==> config.mk <==
export PLATFORM = sky130hd
export DESIGN_NAME = pairseq_top
export DESIGN_NICKNAME = d
export VERILOG_FILES = /design/src/rtl/pairseq_pkg.sv /design/src/rtl/pairseq_ctrl.sv /design/src/rtl/pairseq_uopgen.sv /design/src/rtl/pairseq_top.sv
export SDC_FILE = /design/constraint.sdc
export NUM_CORES = 1
export LEC_CHECK = 0
export ABC_AREA = 1
export CAP_MARGIN = 25
export CORE_ASPECT_RATIO = 0.75
export CORE_MARGIN = 8
export CORE_UTILIZATION = 37
export DETAILED_ROUTE_END_ITERATION = 8
export DONT_BUFFER_PORTS = 1
export HOLD_SLACK_MARGIN = 0.12
export PLACE_DENSITY = 0.51
export SYNTH_ARGS = -nofsm -noshare
export SYNTH_HDL_FRONTEND = slang
export SYNTH_SLANG_ARGS = --single-unit
export TNS_END_PERCENT = 1
==> constraint.sdc <==
create_clock -name clk -period 2.6 [get_ports clk]
set_clock_uncertainty 0.1 [all_clocks]
set_input_delay 0.26 -clock clk [delete_from_list [all_inputs] [get_ports clk]]
set_output_delay 0.26 -clock clk [all_outputs]
set_load 0.02 [all_outputs]
==> src/rtl/pairseq_pkg.sv <==
package pairseq_pkg;
    typedef enum logic [1:0] {
        UOP_ADD   = 2'd0,
        UOP_STORE = 2'd1,
        UOP_LOAD  = 2'd2
    } uop_op_e;

    typedef enum logic [1:0] {
        PH_ADDR  = 2'd0,
        PH_ELEM0 = 2'd1,
        PH_ELEM1 = 2'd2
    } phase_e;
endpackage

==> src/rtl/pairseq_ctrl.sv <==
module pairseq_ctrl
    import pairseq_pkg::*;
#(
    parameter int REG_W = 5,
    parameter int IMM_W = 12,
    parameter int PC_W  = 32
) (
    input  logic             clk,
    input  logic             rst,
    input  logic             in_valid,
    input  logic             in_is_load,
    input  logic             in_is_wide,
    input  logic [REG_W-1:0] in_base,
    input  logic [REG_W-1:0] in_rt1,
    input  logic [REG_W-1:0] in_rt2,
    input  logic [IMM_W-1:0] in_imm,
    input  logic [PC_W-1:0]  in_pc,
    input  logic             fire,
    output logic             busy,
    output phase_e           phase,
    output logic             has_addr,
    output logic             is_load,
    output logic             is_wide,
    output logic [REG_W-1:0] base,
    output logic [REG_W-1:0] rt1,
    output logic [REG_W-1:0] rt2,
    output logic [IMM_W-1:0] imm,
    output logic [PC_W-1:0]  pc
);
    typedef struct packed {
        logic             busy;
        phase_e           phase;
        logic             has_addr;
        logic             is_load;
        logic             is_wide;
        logic [REG_W-1:0] base;
        logic [REG_W-1:0] rt1;
        logic [REG_W-1:0] rt2;
        logic [IMM_W-1:0] imm;
        logic [PC_W-1:0]  pc;
    } seq_st_t;

    seq_st_t st_d, st_q;

    always_comb begin
        st_d = st_q;
        if (!st_q.busy) begin
            if (in_valid) begin
                st_d.busy     = 1'b1;
                st_d.has_addr = |in_imm;
                st_d.phase    = (|in_imm) ? PH_ADDR : PH_ELEM0;
                st_d.is_load  = in_is_load;
                st_d.is_wide  = in_is_wide;
                st_d.base     = in_base;
                st_d.rt1      = in_rt1;
                st_d.rt2      = in_rt2;
                st_d.imm      = in_imm;
                st_d.pc       = in_pc;
            end
        end else if (fire) begin
            case (st_q.phase)
                PH_ADDR:  st_d.phase = PH_ELEM0;
                PH_ELEM0: st_d.phase = PH_ELEM1;
                default:  st_d.busy  = 1'b0;
            endcase
        end
    end

    always_ff @(posedge clk) begin
        if (rst) st_q <= '0;
        else     st_q <= st_d;
    end

    assign busy     = st_q.busy;
    assign phase    = st_q.phase;
    assign has_addr = st_q.has_addr;
    assign is_load  = st_q.is_load;
    assign is_wide  = st_q.is_wide;
    assign base     = st_q.base;
    assign rt1      = st_q.rt1;
    assign rt2      = st_q.rt2;
    assign imm      = st_q.imm;
    assign pc       = st_q.pc;
endmodule

==> src/rtl/pairseq_uopgen.sv <==
module pairseq_uopgen
    import pairseq_pkg::*;
#(
    parameter int REG_W = 5,
    parameter int IMM_W = 12
) (
    input  phase_e           phase,
    input  logic             has_addr,
    input  logic             is_load,
    input  logic             is_wide,
    input  logic [REG_W-1:0] base,
    input  logic [REG_W-1:0] rt1,
    input  logic [REG_W-1:0] rt2,
    input  logic [IMM_W-1:0] imm,
    output uop_op_e          op,
    output logic [REG_W:0]   areg,
    output logic [REG_W:0]   dreg,
    output logic [IMM_W-1:0] offset,
    output logic [1:0]       idx,
    output logic             first,
    output logic             last,
    output logic             dcommit
);
    localparam logic [REG_W:0]   TMP_REG   = {1'b1, {REG_W{1'b0}}};
    localparam logic [IMM_W-1:0] WIDE_STEP = IMM_W'(8);
    localparam logic [IMM_W-1:0] NARW_STEP = IMM_W'(4);

    logic [REG_W:0] mem_base;

    always_comb begin
        mem_base = has_addr ? TMP_REG : {1'b0, base};
        op       = is_load ? UOP_LOAD : UOP_STORE;
        areg     = mem_base;
        dreg     = {1'b0, rt1};
        offset   = '0;
        case (phase)
            PH_ADDR: begin
                op     = UOP_ADD;
                areg   = {1'b0, base};
                dreg   = TMP_REG;
                offset = imm;
            end
            PH_ELEM0: begin
                dreg   = {1'b0, rt1};
                offset = '0;
            end
            default: begin
                dreg   = {1'b0, rt2};
                offset = is_wide ? WIDE_STEP : NARW_STEP;
            end
        endcase
        idx     = has_addr ? phase : (phase - 2'd1);
        first   = has_addr ? (phase == PH_ADDR) : (phase == PH_ELEM0);
        last    = (phase == PH_ELEM1);
        dcommit = (phase != PH_ELEM1);
    end
endmodule

==> src/rtl/pairseq_top.sv <==
module pairseq_top
    import pairseq_pkg::*;
#(
    parameter int REG_W = 5,
    parameter int IMM_W = 12,
    parameter int PC_W  = 32
) (
    input  logic             clk,
    input  logic             rst,
    input  logic             in_valid,
    output logic             in_ready,
    input  logic             in_is_load,
    input  logic             in_is_wide,
    input  logic [REG_W-1:0] in_base,
    input  logic [REG_W-1:0] in_rt1,
    input  logic [REG_W-1:0] in_rt2,
    input  logic [IMM_W-1:0] in_imm,
    input  logic [PC_W-1:0]  in_pc,
    output logic             uop_valid,
    input  logic             uop_ready,
    output logic [1:0]       uop_op,
    output logic [REG_W:0]   uop_areg,
    output logic [REG_W:0]   uop_dreg,
    output logic [IMM_W-1:0] uop_offset,
    output logic [1:0]       uop_idx,
    output logic             uop_first,
    output logic             uop_last,
    output logic             uop_dcommit,
    output logic [PC_W-1:0]  uop_pc
);
    logic             busy, has_addr, is_load, is_wide;
    phase_e           phase;
    logic [REG_W-1:0] base, rt1, rt2;
    logic [IMM_W-1:0] imm;
    uop_op_e          op;

    pairseq_ctrl #(.REG_W(REG_W), .IMM_W(IMM_W), .PC_W(PC_W)) u_ctrl (
        .clk(clk), .rst(rst), .in_valid(in_valid),
        .in_is_load(in_is_load), .in_is_wide(in_is_wide),
        .in_base(in_base), .in_rt1(in_rt1), .in_rt2(in_rt2),
        .in_imm(in_imm), .in_pc(in_pc),
        .fire(uop_valid & uop_ready),
        .busy(busy), .phase(phase), .has_addr(has_addr),
        .is_load(is_load), .is_wide(is_wide),
        .base(base), .rt1(rt1), .rt2(rt2), .imm(imm), .pc(uop_pc)
    );

    pairseq_uopgen #(.REG_W(REG_W), .IMM_W(IMM_W)) u_gen (
        .phase(phase), .has_addr(has_addr), .is_load(is_load),
        .is_wide(is_wide), .base(base), .rt1(rt1), .rt2(rt2), .imm(imm),
        .op(op), .areg(uop_areg), .dreg(uop_dreg), .offset(uop_offset),
        .idx(uop_idx), .first(uop_first), .last(uop_last),
        .dcommit(uop_dcommit)
    );

    assign in_ready  = ~busy;
    assign uop_valid = busy;
    assign uop_op    = op;
endmodule

==> qor.yml, run 1 <==
flow_run:
  maxCapViolCount: 0
synth:
  ys_types: 18
  synthMuxAreaShare_pct: 0
  syn_inst: 365
  yosysSeqAreaShare_pct: 49.2
  yosysWarnings: 0
  yosysTopAreaCellShare_pct: 49.2
  synth_area_um2: 2650
  synth.net_count: 433
  ys_ff_latch: 65
  syn_avg_cell_area_um2: 7.25
  synth_xor_area_share_pct: 0.331
  ys_top_cells_by_area: "dfxtp_1 49%, nor2_1 17%, o21ai_0 11%, nand2_1 5.1%, inv_1 3.8%"
  synth_fa_ha_area_share_pct: 1.42
  synthSimpleGateAreaFrac_pct: 24.8
  synth_top_family_by_area: "simple AND/OR/NAND/NOR gates"
  yosys.area.top_type: "dfxtp_1"
  synth_compound_area_share_pct: 14.8
floorplan:
  dieArea_um2: 10100
  fp.dieH_um: 89.2
  dieWidth_um: 114
  start_util_pct: 38.5
  ios: 130
  core_um2: 6860
  rows: 26
detailed_routing:
  drt-vias-per-instance: 4.72
  wirelength_um: 8100
  drtAntennaViolNets: 0
  drc: 0
  wl_per_cell_um: 15.2
  firstDrtPassIters: 4
  via_count: 2521
  drt_iter0_markers: 131
sta:
  fin_crit_sh_pct: 82.9
  slew_headroom_pct: 46.5
  tightest_slew_ns: 0.794
  finalSetupViolations: 0
  finalHoldViolCount: 0
  clock.fmax_mhz: 464
  rsz0062_at_grt: "false"
  drv_slew: 0
  tns_ns: 0
  hold_ws_ns: 0.262
  min_period_ns: 2.16
clock_network:
  clk_latency_ns: 0.33
  htreeDepth: 3
  clockBufferDepth: 2
  clock-sinks: 65
  tritoncts: "done"
  cts_root_buffer: "clkbuf_8"
  clk_pin_slew_worst_paths_ns: 0.07
  ctsResizeCount: 0
  cts-buffers-inserted: 9
  cts_setup_buffers: 0
layout:
  post-route-util_pct: 52.0
  finalInstanceArea_um2: 3570
  fin_nets: 500
  num_antenna_cells: 0
  synthToLayoutAreaGrowth_pct: 34.9
  drive_gt1_share_pct: 6.65
power_and_ir_drop:
  p_total_mw: 2.42
  cellLeakagePower_nw: 1.61
  vdd_drop_max_mv: 0.346
  powerDensity_nw_per_um2: 677
grt:
  grtUsageMet3_pct: 7.83
  track_usage_pct: 15.9
  gr-total-overflow: 0
  grt_pass1_vias: 2506
  antenna_found_initial: 0
  grt_pass1_wl_um: 12700
  grt_max_degree: 59
  busiest_layer: "met2"
  met1_usage_pct: 17.7
  use_met2_pct: 27.2
hold_path:
  min_from: "in_valid"
  hold_path.class: "input pin to flip-flop"
setup_path:
  reg2reg_slack_ns: 0.65
  cp_max_fo: 8
  arrival_ns: 1.80
  critPathRequiredTime_ns: 2.24
  cp-start-kind: "flip-flop"
  cp-end-kind: "output port"
  r2r_start: "u_ctrl.busy"
  crit_start: "u_ctrl.phase[1]"
  criticalPathCategory: "flip-flop to output port"
placed_design:
  dp_hpwl_um: 5180
  portBuffers: 0
  place_area_um2: 2730
  gp_congestion: 0.819
outcome:
  outcome: "finished clean"
critical path: stages, from the launching register on:
cell and delay, ns:
dfxtp_1 0.39, inv_1 0.09, ha_1 0.29, inv_1 0.23
nand2_1 0.11, o21ai_0 0.17, buf_4 0.17
routing by layer:
metal	share of wire [%]	routed length [µm]
met4	0.49	40
met5	0	0
met1	43	3500
met3	9.2	749
met2	47	3810
cells in the mapped netlist (all sizes together):
cell / count
a21oi: 12
buf: 13
clkbuf: 9
dfxtp: 65
ha: 3
inv: 28
nand2: 36
nand3: 8
nand3b: 1
nor2: 124
o211a: 1
o21ai: 64
xnor2: 1
report_power, final:
| part | internal, mW | switching (mW) |
|---|---|---|
| logic | 0.158 | 0.254 |
| clock network | 0.436 | 0.381 |
| registers | 1.08 | 0.105 |
final timing paths:
| path | end | depth (start not counted) |
|---|---|---|
| worst max-delay path | uop_offset[2] | 6 |
| worst min-delay path | u_ctrl.phase[0] | 5 |
| worst max register to register | u_ctrl.phase[1] | 6 |
| worst min register to register | u_ctrl.base[1] | 2 |
registers in the layout (all words and copies together) (netlist names):
| register | cells |
|---|---|
| u_ctrl.pc | 32 |
| u_ctrl.rt1 | 5 |
| u_ctrl.busy | 1 |
| u_ctrl.rt2 | 5 |
| u_ctrl.base | 5 |
| u_ctrl.phase | 2 |
| u_ctrl.is_wide | 1 |
| u_ctrl.has_addr | 1 |
| u_ctrl.is_load | 1 |
| u_ctrl.imm | 12 |
repair_timing:
item	CTS	global route
hold buffers	64	1
hold endpoints to repair	65	1
endpoints found under the setup margin	0	0
layout make-up:
| type | instances | area [µm²] |
|---|---|---|
| Fill cell | 662 | 3300 |
| Sequential cell | 65 | 1300 |
| Multi-Input combinational cell | 250 | 1090 |
| Timing Repair Buffer | 78 | 761 |
| Clock buffer | 10 | 128 |
| Tap cell | 98 | 123 |
| Inverter | 28 | 105 |
| Clock inverter | 5 | 57.6 |
metrics by stage:
step,instances,setup slack (ns)
floorplan,365,0.629
global placement,454,0.882
detailed placement,454,0.806
CTS,533,0.425
global route,534,0.277
finish,534,0.445
cells in the final DEF (no fill, tap or decap):
cell / synthesis / final
inv_1: 27 / 27
clkinvlp_4: 0 / 3
nand2_1: 36 / 36
inv_2: 1 / 1
o21ai_0: 59 / 59
nor2_4: 1 / 1
dfxtp_1: 65 / 65
ha_1: 3 / 3
clkbuf_8: 0 / 9
bufinv_16: 0 / 1
nand3b_1: 1 / 1
nand3_1: 8 / 8
buf_4: 0 / 12
nor2_1: 123 / 123
o211a_1: 1 / 1
a21oi_1: 12 / 12
clkbuf_1: 9 / 1
o21ai_1: 5 / 5
clkinv_2: 0 / 1
buf_12: 0 / 1
xnor2_1: 1 / 1
dlygate4sd3_1: 0 / 65
kinds of logic after synthesis:
logic type	Yosys count
xor+xnor	1
flops	65
fa+ha+maj	3
compound gates	77
buf+inv	50
simple gates	169
(Power assumes the default switching activity.)
==> run 2: changes to the inputs <==
==> constraint.sdc (replaced) <==
create_clock -name clk -period 2.2 [get_ports clk]
set_clock_uncertainty 0.1 [all_clocks]
set_input_delay 0.22 -clock clk [delete_from_list [all_inputs] [get_ports clk]]
set_output_delay 0.22 -clock clk [all_outputs]
set_load 0.02 [all_outputs]
==> qor.yml, run 2 (synthesized netlist as in run 1, its figures left out) <==
detailed_routing:
  wl_per_cell_um: 15.0  # was 15.2 µm
  firstDrtPassIters: 4  # unchanged
  drt-vias-per-instance: 4.67  # was 4.72
  wirelength_um: 8070  # was 8100 µm
  drc: 0  # unchanged
  drt_iter0_markers: 150  # was 131
  via_count: 2519  # was 2521
  drtAntennaViolNets: 0  # unchanged
layout:
  final_cell_mix: "122 x nor2_1, 65 x dlygate4sd3_1, 65 x dfxtp_1"  # was 123 x nor2_1, 65 x dlygate4sd3_1, 65 x dfxtp_1
  num_antenna_cells: 0  # unchanged
  synthToLayoutAreaGrowth_pct: 37.1  # was 34.9%
  mostFrequentLayoutCell: "nor2_1"  # unchanged
  drive_gt1_share_pct: 8.62  # was 6.65%
  fin_nets: 504  # was 500
  largest_reg_flops: 32  # unchanged
setup_path:
  cp-end-kind: "output port"  # unchanged
  crit_chain: "inv_1 -> ha_1 -> inv_2 -> nand2_1 -> o21ai_0 -> buf_4"  # was inv_1 -> ha_1 -> inv_1 -> nand2_1 -> o21ai_0 -> buf_4
  cp-start-kind: "flip-flop"  # unchanged
  r2r_cells: 5  # was 6
  criticalPathCategory: "flip-flop to output port"  # unchanged
  critPathRequiredTime_ns: 1.88  # was 2.24 ns
  crit_slowest_cell: "dfxtp_1"  # unchanged
  max_stage_delay_ns: 0.38  # was 0.39 ns
  arrival_ns: 1.72  # was 1.80 ns
  cp_max_fo: 7  # was 8
sta:
  rsz0062_at_grt: "false"  # unchanged
  tightest_slew_ns: 0.567  # was 0.794 ns
  clock.fmax_mhz: 490
  tns_ns: 0  # unchanged
  min_period_ns: 2.04
  finalHoldViolCount: 0  # unchanged
  fin_crit_sh_pct: 92.8
  slew_headroom_pct: 61.9  # was 46.5%
  finalSetupViolations: 0  # unchanged
  drv_slew: 0  # unchanged
clock_network:
  cts_root_buffer: "clkbuf_8"  # unchanged
  cts_setup_buffers: 0  # unchanged
  clockBufferDepth: 2  # unchanged
  cts-buffers-inserted: 9  # unchanged
  clk_latency_ns: 0.32  # was 0.33 ns
  tritoncts: "done"  # unchanged
  clock-sinks: 65  # unchanged
  htreeDepth: 3  # unchanged
  clk_pin_slew_worst_paths_ns: 0.07  # about the same
power_and_ir_drop:
  cellLeakagePower_nw: 1.63  # was 1.61 nW
  p_total_mw: 3.01  # was 2.42 mW
  vdd_drop_max_mv: 0.463  # was 0.346 mV
  powerDensity_nw_per_um2: 829  # was 677 nW/µm²
floorplan:
  fp.dieH_um: 89.2  # unchanged
  dieArea_um2: 10100  # unchanged
  core_um2: 6860  # unchanged
  ios: 130  # unchanged
  dieWidth_um: 114  # unchanged
  rows: 26  # unchanged
  start_util_pct: 38.5  # unchanged
grt:
  grt_pass1_wl_um: 13200  # was 12700 µm
  antenna_found_initial: 0  # unchanged
  gr-total-overflow: 0  # unchanged
  grt_pass1_vias: 2647  # was 2506
  grt_max_degree: 58  # was 59
  track_usage_pct: 16.3  # was 15.9%
placed_design:
  gp_congestion: 0.737  # was 0.819
  dp_hpwl_um: 5170  # was 5180 µm
  portBuffers: 0  # unchanged
outcome:
  outcome: "finished clean"  # unchanged
hold_path:
  hold_path.class: "input pin to flip-flop"  # unchanged
  holdPathStages: 4  # was 5
flow_run:
  maxCapViolCount: 0  # unchanged
==> run 2: cell types whose count changed in the layout (fill, tap and decap cells not counted), sizes merged <==
cell,before,now
buf,13,17
bufinv,1,2
clkinv,1,2
clkinvlp,3,2
==> run 2: critical path, delay by kind of cell (launching register included) <==
family / cells / cell delay [ns]
compound gates: 1 / 0.20
simple gates: 1 / 0.10
fa+ha+maj: 1 / 0.27
buf+inv: 3 / 0.45
flops: 1 / 0.38
==> run 2: path summary, 6_finish.rpt <==
| path | to | slack (ns) | start |
|---|---|---|---|
| hold reg to reg | u_ctrl.base[0] | 0.36 | u_ctrl.base[0] |
| hold / removal | u_ctrl.phase[0] | 0.15 | in_imm[4] |
| setup reg to reg | u_ctrl.imm[4] | 0.37 | u_ctrl.busy |
| setup / recovery | uop_offset[2] | 0.16 | u_ctrl.phase[0] |
==> run 2: what timing repair did <==
item,4_1_cts,5_1_grt
gates resized for setup,1,4
hold buffers,65,0
pin swaps,0,0
setup endpoints to repair,1,1
hold endpoints to repair,65,0
==> run 2: area by class of cell <==
class / instances / area [µm²]
tap: 98 / 123
fill: 669 / 3240
timing repair buffer: 82 / 778
multi-input combinational: 250 / 1100
sequential: 65 / 1300
inverter: 28 / 108
clock inverter: 6 / 92.6
clock buffer: 10 / 128
==> run 2: where the power goes <==
part	internal, mW	switching [mW]	leakage (nW)	total (mW)
sequential	1.28	0.122	0.539	1.40
clock	0.642	0.468	0.103	1.11
combinational	0.194	0.302	0.993	0.496
total	2.11	0.893	1.63	3.01
==> run 2: per-stage QoR <==
stage | hold slack [ns] | utilization [%] | worst slack, ns | cell area [µm²] | std cells
2_1_floorplan | 0.189 | - | 0.269 | 2650 | 365
3_3_place_gp | 0.194 | 40.0 | 0.427 | 2750 | 458
3_5_place_dp | 0.195 | 40.0 | 0.308 | 2750 | 458
4_1_cts | 0.135 | 52.7 | 0.0440 | 3620 | 539
5_1_grt | 0.145 | 52.8 | 0.0192 | 3630 | 539
6_report | 0.148 | 52.8 | 0.159 | 3630 | 539
==> run 2: layer usage <==
layer / up-vias / global-route usage, % / wire length [µm]
li1: 1288 / - / -
met1: 1130 / 19.5 / 3700
met2: 95 / 25.7 / 3590
met3: 6 / 8.23 / 733
met4: 0 / 3.49 / 47
met5: - / 0 / 0
==> run 3: changes to the inputs <==
--- a/config.mk
+++ b/config.mk
@@ -17,4 +17,4 @@
 export SYNTH_ARGS = -nofsm -noshare
 export SYNTH_HDL_FRONTEND = slang
 export SYNTH_SLANG_ARGS = --single-unit
-export TNS_END_PERCENT = 1
+export TNS_END_PERCENT = 20
==> results of run 3 <==
Same layout as run 2: the final DEF is identical, and so are final timing and power.
